### src/rtl/smc_cycle_engine.sv
module smc_cycle_engine #(
  parameter int AW = 23,
  parameter int DW = 16,
  localparam int NB = DW / 8
) (
  input  logic          clk,
  input  logic          rst_n,
  input  logic          cfg_wr,
  input  logic [1:0]    cfg_sel,
  input  logic [27:0]   cfg_wdata,
  output logic          cfg_err,
  input  logic          req,
  input  logic          req_we,
  input  logic [AW-1:0] req_addr,
  input  logic [DW-1:0] req_wdata,
  input  logic [NB-1:0] req_be,
  output logic          ack,
  output logic [DW-1:0] rdata,
  output logic [AW-1:0] mem_addr,
  output logic [DW-1:0] mem_dout,
  output logic          mem_doe,
  input  logic [DW-1:0] mem_din,
  output logic          cs_n,
  output logic          rd_n,
  output logic [NB-1:0] we_n,
  input  logic          wait_n
);

  localparam logic [23:0] SU_RST = 24'h041041;
  localparam logic [27:0] PW_RST = 28'h0204081;
  localparam logic [17:0] CY_RST = 18'h00603;

  function automatic logic [9:0] dec_su(input logic [5:0] f);
    return {2'b00, f[5], 2'b00, f[4:0]};
  endfunction

  function automatic logic [9:0] dec_pw(input logic [6:0] f);
    return (f == 7'd0) ? 10'd1 : {1'b0, f[6], 2'b00, f[5:0]};
  endfunction

  function automatic logic [9:0] dec_cy(input logic [8:0] f);
    return (f == 9'd0) ? 10'd1 : {f[8:7], 1'b0, f[6:0]};
  endfunction

  logic [23:0] su_r;
  logic [27:0] pw_r;
  logic [17:0] cy_r;
  logic [3:0]  md_r;
  logic        zero_pw, zero_cy;

  assign zero_pw = (cfg_wdata[6:0] == 7'd0) || (cfg_wdata[13:7] == 7'd0) ||
                   (cfg_wdata[20:14] == 7'd0) || (cfg_wdata[27:21] == 7'd0);
  assign zero_cy = (cfg_wdata[8:0] == 9'd0) || (cfg_wdata[17:9] == 9'd0);

  always_ff @(posedge clk or negedge rst_n) begin
    if (!rst_n) begin
      su_r    <= SU_RST;
      pw_r    <= PW_RST;
      cy_r    <= CY_RST;
      md_r    <= 4'd0;
      cfg_err <= 1'b0;
    end else if (cfg_wr) begin
      case (cfg_sel)
        2'd0: su_r <= cfg_wdata[23:0];
        2'd1: pw_r <= cfg_wdata;
        2'd2: cy_r <= cfg_wdata[17:0];
        default: md_r <= cfg_wdata[3:0];
      endcase
      if ((cfg_sel == 2'd1 && zero_pw) || (cfg_sel == 2'd2 && zero_cy))
        cfg_err <= 1'b1;
    end
  end

  logic          busy, we_q;
  logic [9:0]    cnt;
  logic [AW-1:0] addr_q;
  logic [DW-1:0] wdata_q;
  logic [NB-1:0] be_q;
  logic [1:0]    wsync;

  logic [9:0] st_su, st_pw, cs_su, cs_pw, cyc;
  logic [9:0] st_end, cs_end, ctl_end, cap, last;
  logic       by_strb, wait_s, frozen_md, ready_md, stall, st_on, cs_on;

  assign st_su   = dec_su(we_q ? su_r[17:12] : su_r[5:0]);
  assign cs_su   = dec_su(we_q ? su_r[23:18] : su_r[11:6]);
  assign st_pw   = dec_pw(we_q ? pw_r[20:14] : pw_r[6:0]);
  assign cs_pw   = dec_pw(we_q ? pw_r[27:21] : pw_r[13:7]);
  assign cyc     = dec_cy(we_q ? cy_r[17:9]  : cy_r[8:0]);
  assign by_strb = we_q ? md_r[1] : md_r[0];

  assign st_end  = st_su + st_pw;
  assign cs_end  = cs_su + cs_pw;
  assign ctl_end = by_strb ? st_end : cs_end;
  assign cap     = (ctl_end < cyc) ? ctl_end - 10'd1 : cyc - 10'd1;
  assign last    = cyc - 10'd1;

  assign wait_s    = ~wsync[1];
  assign frozen_md = (md_r[3:2] == 2'b10);
  assign ready_md  = (md_r[3:2] == 2'b11);
  assign stall     = busy && wait_s && (frozen_md || (ready_md && cnt == cap));

  assign st_on = busy && (cnt >= st_su) && (cnt < st_end);
  assign cs_on = busy && (cnt >= cs_su) && (cnt < cs_end);

  assign cs_n     = ~cs_on;
  assign rd_n     = ~(st_on && !we_q);
  assign we_n     = ~({NB{st_on && we_q}} & be_q);
  assign mem_doe  = busy && we_q;
  assign mem_addr = addr_q;
  assign mem_dout = wdata_q;

  always_ff @(posedge clk or negedge rst_n) begin
    if (!rst_n) wsync <= 2'b11;
    else        wsync <= {wsync[0], wait_n};
  end

  always_ff @(posedge clk or negedge rst_n) begin
    if (!rst_n) begin
      busy    <= 1'b0;
      we_q    <= 1'b0;
      cnt     <= 10'd0;
      addr_q  <= '0;
      wdata_q <= '0;
      be_q    <= '0;
      ack     <= 1'b0;
      rdata   <= '0;
    end else begin
      ack <= 1'b0;
      if (!busy && !ack && req) begin
        busy    <= 1'b1;
        cnt     <= 10'd0;
        we_q    <= req_we;
        addr_q  <= req_addr;
        wdata_q <= req_wdata;
        be_q    <= req_be;
      end else if (busy && !stall) begin
        if (cnt == cap && !we_q) rdata <= mem_din;
        if (cnt == last) begin
          busy <= 1'b0;
          ack  <= 1'b1;
        end else begin
          cnt <= cnt + 10'd1;
        end
      end
    end
  end

endmodule

### config.mk
export PLATFORM = sky130hd
export DESIGN_NAME = smc_cycle_engine
export DESIGN_NICKNAME = d
export VERILOG_FILES = /design/src/rtl/smc_cycle_engine.sv
export SDC_FILE = /design/constraint.sdc
export NUM_CORES = 1
export LEC_CHECK = 0
export BUFFER_PORTS_ARGS = -buffer_cell sky130_fd_sc_hd__buf_4
export CAP_MARGIN = 20
export CORE_MARGIN = 5
export CORE_UTILIZATION = 52
export CTS_BUF_LIST = sky130_fd_sc_hd__clkbuf_8
export DETAILED_ROUTE_END_ITERATION = 10
export PLACE_DENSITY = 0.75
export SYNTH_ARGS = -nofsm -noshare
export SYNTH_HDL_FRONTEND = slang
export SYNTH_SLANG_ARGS = --single-unit
### constraint.sdc
create_clock -name clk -period 16.25 [get_ports clk]
set_input_delay 0.8125 -clock clk [delete_from_list [all_inputs] [get_ports clk]]
set_output_delay 0.8125 -clock clk [all_outputs]
set_load 0.01 [all_outputs]
After elaboration in Yosys (flattened, before gate mapping)
Cells that the tools add are included.
{"block": "classes", "eq_ne": 7, "reduce_logical": 47, "add_sub_neg": 5, "mux": 20, "div": 0, "n_lt_le_gt_ge": 5, "n_mul": 0, "bitwise_logic": 7, "shift": 0}
{"cell": "two-way mux 10 bit", "count": 6}
{"cell": "zero test 7 bit", "count": 6}
{"cell": "less-than comparator 10 bit", "count": 3}
{"cell": "zero test 9 bit", "count": 3}
{"cell": "two-way mux 9 bit", "count": 3}
{"cell": "adder 8 x 9 -> 10 bit", "count": 2}
{"cell": "equality test 10 bit", "count": 2}
{"cell": "greater-or-equal comparator 10 x 8 -> 1 bit", "count": 2}
{"cell": "subtractor 10 x 1 -> 10 bit, second input constant", "count": 2}
{"cell": "logical AND 1 bit", "count": 16}
{"cell": "two-way mux 7 bit", "count": 2}
{"cell": "AND reduction 2 bit", "count": 7}
{"cell": "two-way mux 6 bit", "count": 2}
{"cell": "adder 10 x 1 -> 10 bit, second input constant", "count": 1}
{"cell": "two-way mux 1 bit", "count": 7}
{"cell": "equality test 2 bit, second input constant", "count": 3}
{"cell": "logical OR 1 bit", "count": 6}
{"cell": "NOT 1 bit", "count": 5}
{"cell": "zero test 1 bit", "count": 4}
{"cell": "nonzero test 2 bit", "count": 2}
{"cell": "AND reduction 3 bit", "count": 1}
{"cell": "OR reduction 3 bit", "count": 1}
{"cell": "AND 2 bit", "count": 1}
{"cell": "equality test 2 x 1 -> 1 bit, second input constant", "count": 1}
{"cell": "other kinds (3)", "count": 3}
{"block": "totals", "romBits": 0, "in_bits": 93, "wordCells": 105, "ramBits": 0, "regBits": 147, "out_inout_bits": 62, "memories": 0, "latchBits": 0}

Logic depth before layout (Yosys ltp)
Gate-level depths: netlist of run 1.
{"block": "logic_depth", "word_depth": 15, "ltp_mapped": 25, "mapped_depth_nobuf": 21}

Worst setup path after synthesis of run 1
Ideal clock, no wire load.
{"block": "synth_timing", "path_type": "reg2reg", "from": "register we_q", "to": "register rdata[10]", "arrival_time_ns": 5.983, "n_path_buf": 7, "setup_slack_ns": 10.142, "path_stages_with_launch": 25, "period_less_slack_ns": 6.108, "setup_time_ns": 0.125, "required_ns": 16.125, "path_cell_list": "dfrtp_1 buf_6 buf_6 buf_4 buf_1 clkbuf_1 buf_1 mux2i_1 o21ai_0 ha_1 fa_1 a211oi_1 nor3b_1 o21ai_0 o21ai_0 ha_1 a21oi_1 a21boi_0 o21a_1 or4_1 a2111oi_4 o2111ai_2 nor2_4 buf_12 mux2_4"}
{"block": "synth_via", "elab_chain_len": 14, "elab_cells_between_ends": 28, "cone_classes": "add/sub (4); order compare (1); eq/ne (1); mux (11); reduce/logical (11)"}
{"item": "start, declared", "line": "74", "source": "logic busy, we_q;"}
{"item": "start signal, assigned", "line": "133", "source": "we_q <= req_we;"}
{"item": "two-way mux 7 bit, on equally long branches", "line": "88, 87"}
{"item": "zero test 7 bit", "line": "38", "source": "return (f == 7'd0) ? 10'd1 : {1'b0, f[6], 2'b00, f[5:0]};"}
{"item": "two-way mux 9 bit", "line": "38"}
{"item": "adder 8 x 9 -> 10 bit, on equally long branches", "line": "93, 92"}
{"item": "two-way mux 10 bit", "line": "94", "source": "assign ctl_end = by_strb ? st_end : cs_end;"}
{"item": "subtractor 10 x 1 -> 10 bit / less-than comparator 10 bit (equally long branches)", "line": "95", "source": "assign cap = (ctl_end < cyc) ? ctl_end - 10'd1 : cyc - 10'd1;"}
{"item": "two-way mux 10 bit", "line": "95"}
{"item": "equality test 10 bit", "line": "101, 138"}
{"item": "logical AND 1 bit", "line": "101", "source": "assign stall = busy && wait_s && (frozen_md || (ready_md && cnt == cap));"}
{"item": "logical OR 1 bit", "line": "101"}
{"item": "logical AND 1 bit", "line": "101"}
{"item": "zero test 1 bit", "line": "137", "source": "end else if (busy && !stall) begin"}
{"item": "logical AND 1 bit", "line": "137"}
{"item": "AND reduction 3 bit (no source line) *"}
{"item": "end signal, assigned", "line": "138", "source": "if (cnt == cap && !we_q) rdata <= mem_din;"}
{"item": "end, declared", "line": "18", "source": "output logic [DW-1:0] rdata,"}
Mark *: on every way between the ends. The rest lies on a longest branch, timed or not.
A chain may end at the register's enable or synchronous reset.

Worst setup path after layout of run 1
{"block": "layout_timing", "from": "register we_q", "to": "register rdata[1]"}
Same word-level chain as after synthesis.

==> results of run 1 <==
-- kinds of logic (layout without fill, tap and decap cells) --
group                    after synthesis  after routing
multiplexers                         139            139
adder cells (fa/ha/maj)               47             47
buffers and inverters                 57            217
AND/OR/NAND/NOR                      289            289
AO/OA/AOI/OAI                        108            108
XOR/XNOR                              23             23
flip-flops                           147            147
-- power breakdown --
part           internal, W  total, W  leakage [nW]  switching, W
clock network     0.000147  0.000296         0.205      0.000149
logic             0.000509   0.00107          2.87      0.000564
registers         0.000483  0.000600          1.78      0.000117
total              0.00114   0.00197          4.86      0.000830
-- worst register-to-register path: cells and delay by family (launching register included) --
kind	cells	cell delay (ns)
compound gates	9	1.65
fa+ha+maj	3	0.73
buf+inv	1	0.52
flops	1	0.71
mux	2	0.82
simple gates	4	1.99
-- through the flow --
stage	util (%)	total power (W)
CTS	64.0	0.00198
global placement	61.4	0.00164
detailed placement	61.4	0.00167
global route	64.0	0.00212
finish	64.0	0.00197
floorplan	-	0.00132
-- synth_stat cells (all sizes together) (4+ instances only) --
library cell,count
buf,10
nor2b,7
ha,43
and2,8
clkbuf,22
dfrtp,133
xor2,6
o21a,5
mux2,105
xnor2,17
and3,4
a21o,7
a211oi,7
o21ai,27
nor3b,5
nand2b,5
dfstp,14
o2111ai,4
inv,25
nand2,167
nand4,6
nand3,12
a21oi,20
nor3,12
mux2i,34
a21boi,4
or2,6
nor4,7
nor2,31
or3,7
a2111oi,5
or4,5
-- worst max-delay path by stage --
stage,startpoint,to,slack [ns],cells after the start
after floorplan,we_q$_DFFE_PN0P_,rdata[10]$_DFFE_PN0P_,10.14,24
after global placement,we_q$_DFFE_PN0P_,rdata[3]$_DFFE_PN0P_,9.83,19
after detailed placement,we_q$_DFFE_PN0P_,rdata[1]$_DFFE_PN0P_,9.73,19
after CTS,we_q$_DFFE_PN0P_,rdata[1]$_DFFE_PN0P_,9.69,19
after global routing,we_q$_DFFE_PN0P_,rdata[4]$_DFFE_PN0P_,9.23,19
final,we_q$_DFFE_PN0P_,rdata[1]$_DFFE_PN0P_,9.69,19
-- sequential cells by signal (all words and copies together) (netlist names) --
| name | cells |
|---|---|
| be_q | 2 |
| mem_dout | 16 |
| md_r | 4 |
| we_q | 1 |
| busy | 1 |
| rdata | 16 |
| ack | 1 |
| cnt | 10 |
| su_r | 24 |
| cy_r | 18 |
| cfg_err | 1 |
| mem_addr | 23 |
| wsync | 2 |
| pw_r | 28 |
-- layout make-up --
cell class	count	area, sq um	share of cell area (%)
multi-input combinational	606	4490	44.2
tap	216	270	2.66
sequential	147	3700	36.4
clock inverter	13	149	1.46
timing repair buffer	160	1200	11.9
inverter	25	93.8	0.923
clock buffer	19	262	2.57
-- metal layers --
layer / GRT usage (%) / vias to the layer above / wire (um) / part of all wire [%]
met5: 0 / - / 0 / 0
li1: - / 3153 / - / -
met4: 7.48 / 0 / 487 / 2.2
met3: 5.44 / 40 / 1330 / 6.0
met2: 39.8 / 193 / 10700 / 49
met1: 32.6 / 3229 / 9420 / 43
-- placed cells by master, fill, tap and decap left out, types with 5 or more instances in the layout --
master and n:
nand2_1 167, buf_4 159, dfrtp_1 132, mux2_2 94, ha_1 43, mux2i_1 33
nor2_1 30, inv_1 26, o21ai_0 23, a21oi_1 20, clkbuf_8 19, xnor2_1 17
dfstp_2 14, nand3_1 12, nor3_1 12, mux2_4 11, and2_1 8, a21o_1 7
nor2b_1 7, nor4_1 6, a211oi_1 6, or2_2 6, nand4_1 6, or3_1 6
xor2_1 6, or4_1 5, nand2b_1 5, o21a_1 5
==> flow_summary.json, run 1 <==
{
  "status": "finished clean",
  "design.die.area_sq_um": 18900,
  "core_area_sq_um": 15900,
  "grt_pass1_wl_um": 35100,
  "placed_area_sq_um": 9760,
  "tritoncts": "yes",
  "yosysSeqAreaShare_pct": 43.8,
  "reg2reg_depth": 19,
  "clock.fmax_mhz": 153,
  "routabilityCongestion": 0.957,
  "grt_use_total_pct": 24.4,
  "cts_setup_buffers": 0,
  "antenna_found_initial": 0,
  "max_stage_delay_ns": 0.71,
  "synth_compound_area_share_pct": 9.22,
  "hpwl_um": 16500,
  "yosysTopAreaCell": "dfrtp_1",
  "holdPathStages": 0,
  "hold_viol_final": 0,
  "synthArstFlopShare_pct": 100,
  "cp.arrival_ns": 6.90,
  "timing.critical_path.slowest_stage_cell": "dfrtp_2",
  "cts_made_buffers": 17,
  "synthCells": 810,
  "cp_max_fo": 35,
  "worst_pin_slew_ns": 1.07,
  "fin_ws_ns": 9.69,
  "dp.cells": 1154,
  "wl_per_cell_um": 18.5,
  "dr.pass1.iters": 5,
  "cts_buffer_depth": 2,
  "hold_slack_ns": 0.362,
  "num_vias": 6615,
  "dieHeight_um": 137,
  "antenna_cells": 0,
  "worstHoldStart": "wsync[0]$_DFF_PN1_",
  "maxCapViolCount": 0,
  "drcViolationCount": 0,
  "ant_nets": 0,
  "end_kind": "register",
  "netlist_area_sq_um": 8430,
  "syn-num-nets": 948,
  "ys.flop_type": "dfrtp_1",
  "ys_top_cells_by_area": "dfrtp_1, mux2_2, nand2_1, ha_1, dfstp_2",
  "drt-total-wl_um": 21900,
  "path_cells": "buf_4, mux2_2, or4_1, o21ai_0, ha_1, fa_1, a211oi_1, nor3b_1, o21ai_0, o21ai_0, ha_1, a21oi_1, a21boi_0, o21a_1, or4_1, a2111oi_4, o2111ai_2, nor2_4, mux2_2",
  "grt_max_degree": 91,
  "synthAdderAreaFrac_pct": 7.10,
  "power_density_nw_per_um2": 194,
  "drtIter0Drc": 440,
  "synthToLayoutAreaGrowth_pct": 20.6,
  "h-tree-depth": 4,
  "slew_headroom_pct": 28.3,
  "instances_no_fill": 1186,
  "viasPerCell": 5.58,
  "finalSetupTns_ns": 0,
  "io_buffers": 154,
  "finalCritPeriodShare_pct": 40.3,
  "grt_remaining_overflow": 0,
  "syn_area_per_cell_sq_um": 10.4,
  "worstPathRequired_ns": 16.60,
  "worstHoldPathType": "register to register",
  "synth_cell_types": 73,
  "ys.warnings.count": 0,
  "cts.sinks": 147,
  "insertion_delay_ns": 0.47,
  "synth_edf_count": 0,
  "netlist.area_leader.share_pct": 39.5,
  "max-vdd-ir-drop_v": 0.000101,
  "start_util_pct": 53.1,
  "p_leak_nw": 4.86,
  "nNetsFinal": 1095,
  "r2r-end": "rdata[1]$_DFFE_PN0P_",
  "fin_crit_ns": 6.56,
  "final_max_slew_viol_count": 0,
  "rows": 46,
  "die_w_um": 137,
  "critPathTopFamily": "simple AND/OR/NAND/NOR gates",
  "setup_viol": 0,
  "r2r-start": "we_q$_DFFE_PN0P_",
  "fillCellCount": 1353,
  "min_to": "wsync[1]$_DFF_PN1_",
  "clk_pin_slew_ns": 0.09,
  "ioPinCount": 155,
  "root_buffer": "clkbuf_8",
  "cts-resized-gates": 0,
  "critPathKind": "register to register",
  "synthSimpleGateAreaFrac_pct": 15.7,
  "hold_buffers": 0,
  "critPathLaunchType": "register",
  "worst_path_most_repeated_cell": "o21ai_0",
  "synth-seq-cells": 147,
  "fin_area_sq_um": 10200,
  "synth_top_family_by_area": "multiplexers",
  "reg2reg_slack_ns": 9.69,
  "synth.area.mux_share_pct": 18.7,
  "grt_pass1_vias": 6588,
  "drive_gt1_share_pct": 34.3,
  "dp_slack_ns": 9.73,
  "fin_worst_skew_ns": 0.0145,
  "yosys.area_share.xor_xnor_pct": 2.39,
  "rsz0062_at_grt": "no",
  "cp_num_buf_inv": 1
}
Note: power is estimated with default switching activity, not from simulation.
==> run 2: changes to the inputs <==
--- a/config.mk
+++ b/config.mk
@@ -5,13 +5,14 @@
 export SDC_FILE = /design/constraint.sdc
 export NUM_CORES = 1
 export LEC_CHECK = 0
+export ABC_AREA = 1
 export BUFFER_PORTS_ARGS = -buffer_cell sky130_fd_sc_hd__buf_4
 export CAP_MARGIN = 20
 export CORE_MARGIN = 5
 export CORE_UTILIZATION = 52
 export CTS_BUF_LIST = sky130_fd_sc_hd__clkbuf_8
 export DETAILED_ROUTE_END_ITERATION = 10
-export PLACE_DENSITY = 0.75
+export PLACE_DENSITY = 0.78
 export SYNTH_ARGS = -nofsm -noshare
 export SYNTH_HDL_FRONTEND = slang
 export SYNTH_SLANG_ARGS = --single-unit
==> constraint.sdc (replaced) <==
create_clock -name clk -period 5.8 [get_ports clk]
set_input_delay 0.29 -clock clk [delete_from_list [all_inputs] [get_ports clk]]
set_output_delay 0.29 -clock clk [all_outputs]
set_load 0.01 [all_outputs]
==> flow_summary.json, run 2 <==
{
  "nNetsFinal": 1442,
  "power_w": 0.00601,
  "viasPerCell": 5.28,
  "p_leak_nw": 5.74,
  "wl_per_cell_um": 15.6,
  "root_buffer": "clkbuf_8",
  "tritoncts": "yes",
  "design.die.area_sq_um": 19300,
  "synth-seq-cells": 147,
  "grt_pass1_vias": 7764,
  "drt-total-wl_um": 24000,
  "insertion_delay_ns": 0.46,
  "synth_cell_types": 50,
  "hpwl_um": 17800,
  "start_util_pct": 52.5,
  "fin_crit_ns": 5.20,
  "antenna_cells": 0,
  "wl_met3_um": 1350,
  "drcViolationCount": 0,
  "p_sw_share_pct": 48.9,
  "dr.pass1.iters": 5,
  "ys.warnings.count": 0,
  "cts_buffer_depth": 2,
  "yosysMostFrequentCell": "nand2_1",
  "worstHoldPathType": "input pin to register",
  "ant_nets": 0,
  "top_register": "pw_r",
  "grt_max_degree": 106,
  "synth_top_family_by_area": "simple AND/OR/NAND/NOR gates",
  "worst_path_most_repeated_cell": "nand2_1",
  "seq_area_sq_um": 3700,
  "seqPwrFrac_pct": 26.5,
  "synthTopCellsByCount": "nand2_1, dfrtp_1, inv_1",
  "yosysTopAreaCell": "dfrtp_1",
  "clk_pin_slew_ns": 0.10,
  "ys.flop_type": "dfrtp_1",
  "grt_pass1_wl_um": 39100,
  "cp.arrival_ns": 5.55,
  "synthArstFlopShare_pct": 100,
  "crit_start": "we_q$_DFFE_PN0P_",
  "rsz0062_at_grt": "no",
  "cp_max_fo": 18,
  "synth_compound_area_share_pct": 10.6,
  "worstPathRequired_ns": 6.15,
  "syn_area_per_cell_sq_um": 7.50,
  "netlist.area_leader.share_pct": 38.5,
  "synth.area.mux_share_pct": 0.246,
  "clock.fmax_mhz": 192,
  "slew_headroom_pct": 37.5,
  "highest_layer": "met4",
  "largest_reg_flops": 28,
  "clkPwrFrac_pct": 13.3,
  "syn-num-nets": 1291,
  "ioPinCount": 155,
  "finalCritPeriodShare_pct": 89.7,
  "rows": 47,
  "power_density_nw_per_um2": 574,
  "setup_viol": 0,
  "combPwrFrac_pct": 60.2,
  "layout_common_cells": "nand2_1, buf_4, inv_1, dfrtp_1, o21ai_0",
  "status": "finished clean",
  "critPathLaunchType": "register",
  "fin_worst_skew_ns": 0.0225,
  "core_area_sq_um": 16500,
  "ys_top_cells_by_area": "dfrtp_1, nand2_1, ha_1, inv_1, o21ai_0",
  "hold_viol_final": 0,
  "cts.sinks": 147,
  "p_sw_w": 0.00294,
  "cts_setup_buffers": 0,
  "final_common_cell": "nand2_1",
  "yosys.area_share.xor_xnor_pct": 2.13,
  "synthAdderAreaFrac_pct": 6.69,
  "end_kind": "register",
  "synthSimpleGateAreaFrac_pct": 29.2,
  "multi_input_area_sq_um": 4250,
  "timing.critical_path.slowest_stage_cell": "fa_1",
  "max_stage_delay_ns": 0.42,
  "final_max_slew_viol_count": 0,
  "max-vdd-ir-drop_v": 0.000279,
  "cts_made_buffers": 17,
  "routabilityCongestion": 0.983,
  "drtIter0Drc": 754,
  "worst_pin_slew_ns": 0.937,
  "netlist_area_sq_um": 8640,
  "dieHeight_um": 139,
  "die_w_um": 139,
  "synthToLayoutAreaGrowth_pct": 21.2,
  "h-tree-depth": 4,
  "yosysSeqAreaShare_pct": 42.8,
  "finalSetupTns_ns": 0,
  "critPathKind": "register to register",
  "synth_edf_count": 0,
  "drt-met1-wl_um": 10400,
  "antenna_found_initial": 0,
  "io_buffers": 154,
  "grt_remaining_overflow": 0,
  "internal_power_w": 0.00308,
  "r2r-start": "we_q$_DFFE_PN0P_",
  "maxCapViolCount": 0,
  "synthCells": 1153,
  "drive_gt1_share_pct": 19.7,
  "worstHoldStart": "req_addr[1]",
  "fillCellCount": 1465,
  "dr_wl_met2_um": 11800,
  "num_vias": 8114,
  "grt_use_total_pct": 24.7
}
## run 2: cell types whose count changed after synthesis, moves of 14 or more
cell | before | now
mux2i_1 | 33 | 1
mux2_2 | 94 | 1
o21ai_0 | 23 | 99
o21ai_2 | 2 | 16
inv_1 | 25 | 133
nor2_1 | 30 | 48
nand3_1 | 12 | 68
nand2_1 | 167 | 426
## run 2: final timing paths
path,to,slack [ns],depth (start not counted)
max,cnt[5]$_DFFE_PN0P_,0.60,34
min,mem_addr[1]$_DFFE_PN0P_,0.02,3
max reg2reg,cnt[5]$_DFFE_PN0P_,0.60,34
min reg2reg,wsync[1]$_DFF_PN1_,0.37,0
max in group asynchronous,rdata[13]$_DFFE_PN0P_,4.15,3
min in group asynchronous,pw_r[8]$_DFFE_PN0P_,0.53,2
## run 2: power groups by stage
stage          combinational (W)  sequential (W)  clock [W]
3_3_place_gp             0.00349         0.00159          0
5_1_grt                  0.00414         0.00162   0.000857
4_1_cts                  0.00360         0.00158   0.000813
6_report                 0.00362         0.00159   0.000800
2_1_floorplan            0.00247         0.00159          0
3_5_place_dp             0.00357         0.00160          0
## run 2: final cells by class
| class | count | share of cell area [%] |
|---|---|---|
| Inverter | 140 | 5.03 |
| Multi-Input combinational cell | 828 | 40.5 |
| Clock inverter | 15 | 1.71 |
| Clock buffer | 17 | 2.23 |
| Timing Repair Buffer | 170 | 12.6 |
| Sequential cell | 147 | 35.3 |
| Tap cell | 220 | 2.63 |
## run 2: through the flow
stage                     cell area (sq um)  utilization (%)  hold slack [ns]  instances  setup slack [ns]
after floorplan                        8640                -         -0.00559       1153              1.15
after global placement                 9940             60.4            0.346       1496             0.780
after global routing                  10500             63.6           0.0122       1537           0.00265
after detailed placement               9970             60.6            0.347       1497             0.554
final                                 10500             63.6           0.0222       1537             0.598
after CTS                             10500             63.5         0.000409       1536             0.502
## run 2: layer usage
metal  up-vias  GRT usage, %
li1       3982             -
met1      3827          33.4
met4         0          7.36
met2       262          41.3
met5         -             0
met3        43          3.69
## run 2: worst max-delay path: cells and delay by family (launching register included)
| family | cells | cell delay, ns |
|---|---|---|
| fa+ha+maj | 3 | 0.87 |
| buf+inv | 4 | 0.64 |
| compound gates | 5 | 0.84 |
| simple gates | 22 | 2.31 |
| flops | 1 | 0.40 |
## run 2: what timing repair did
item	in CTS	in global routing
hold buffers	7	0
endpoints found under the setup margin	0	25
hold endpoints to repair	86	0
gates resized for setup	0	5
## run 2: logic make-up (layout without fill, tap and decap cells)
group / after synthesis / after routing
simple gates: 602 / 603
buf+inv: 179 / 342
flops: 147 / 147
fa+ha+maj: 45 / 45
compound gates: 157 / 157
mux: 2 / 2
xor+xnor: 21 / 21
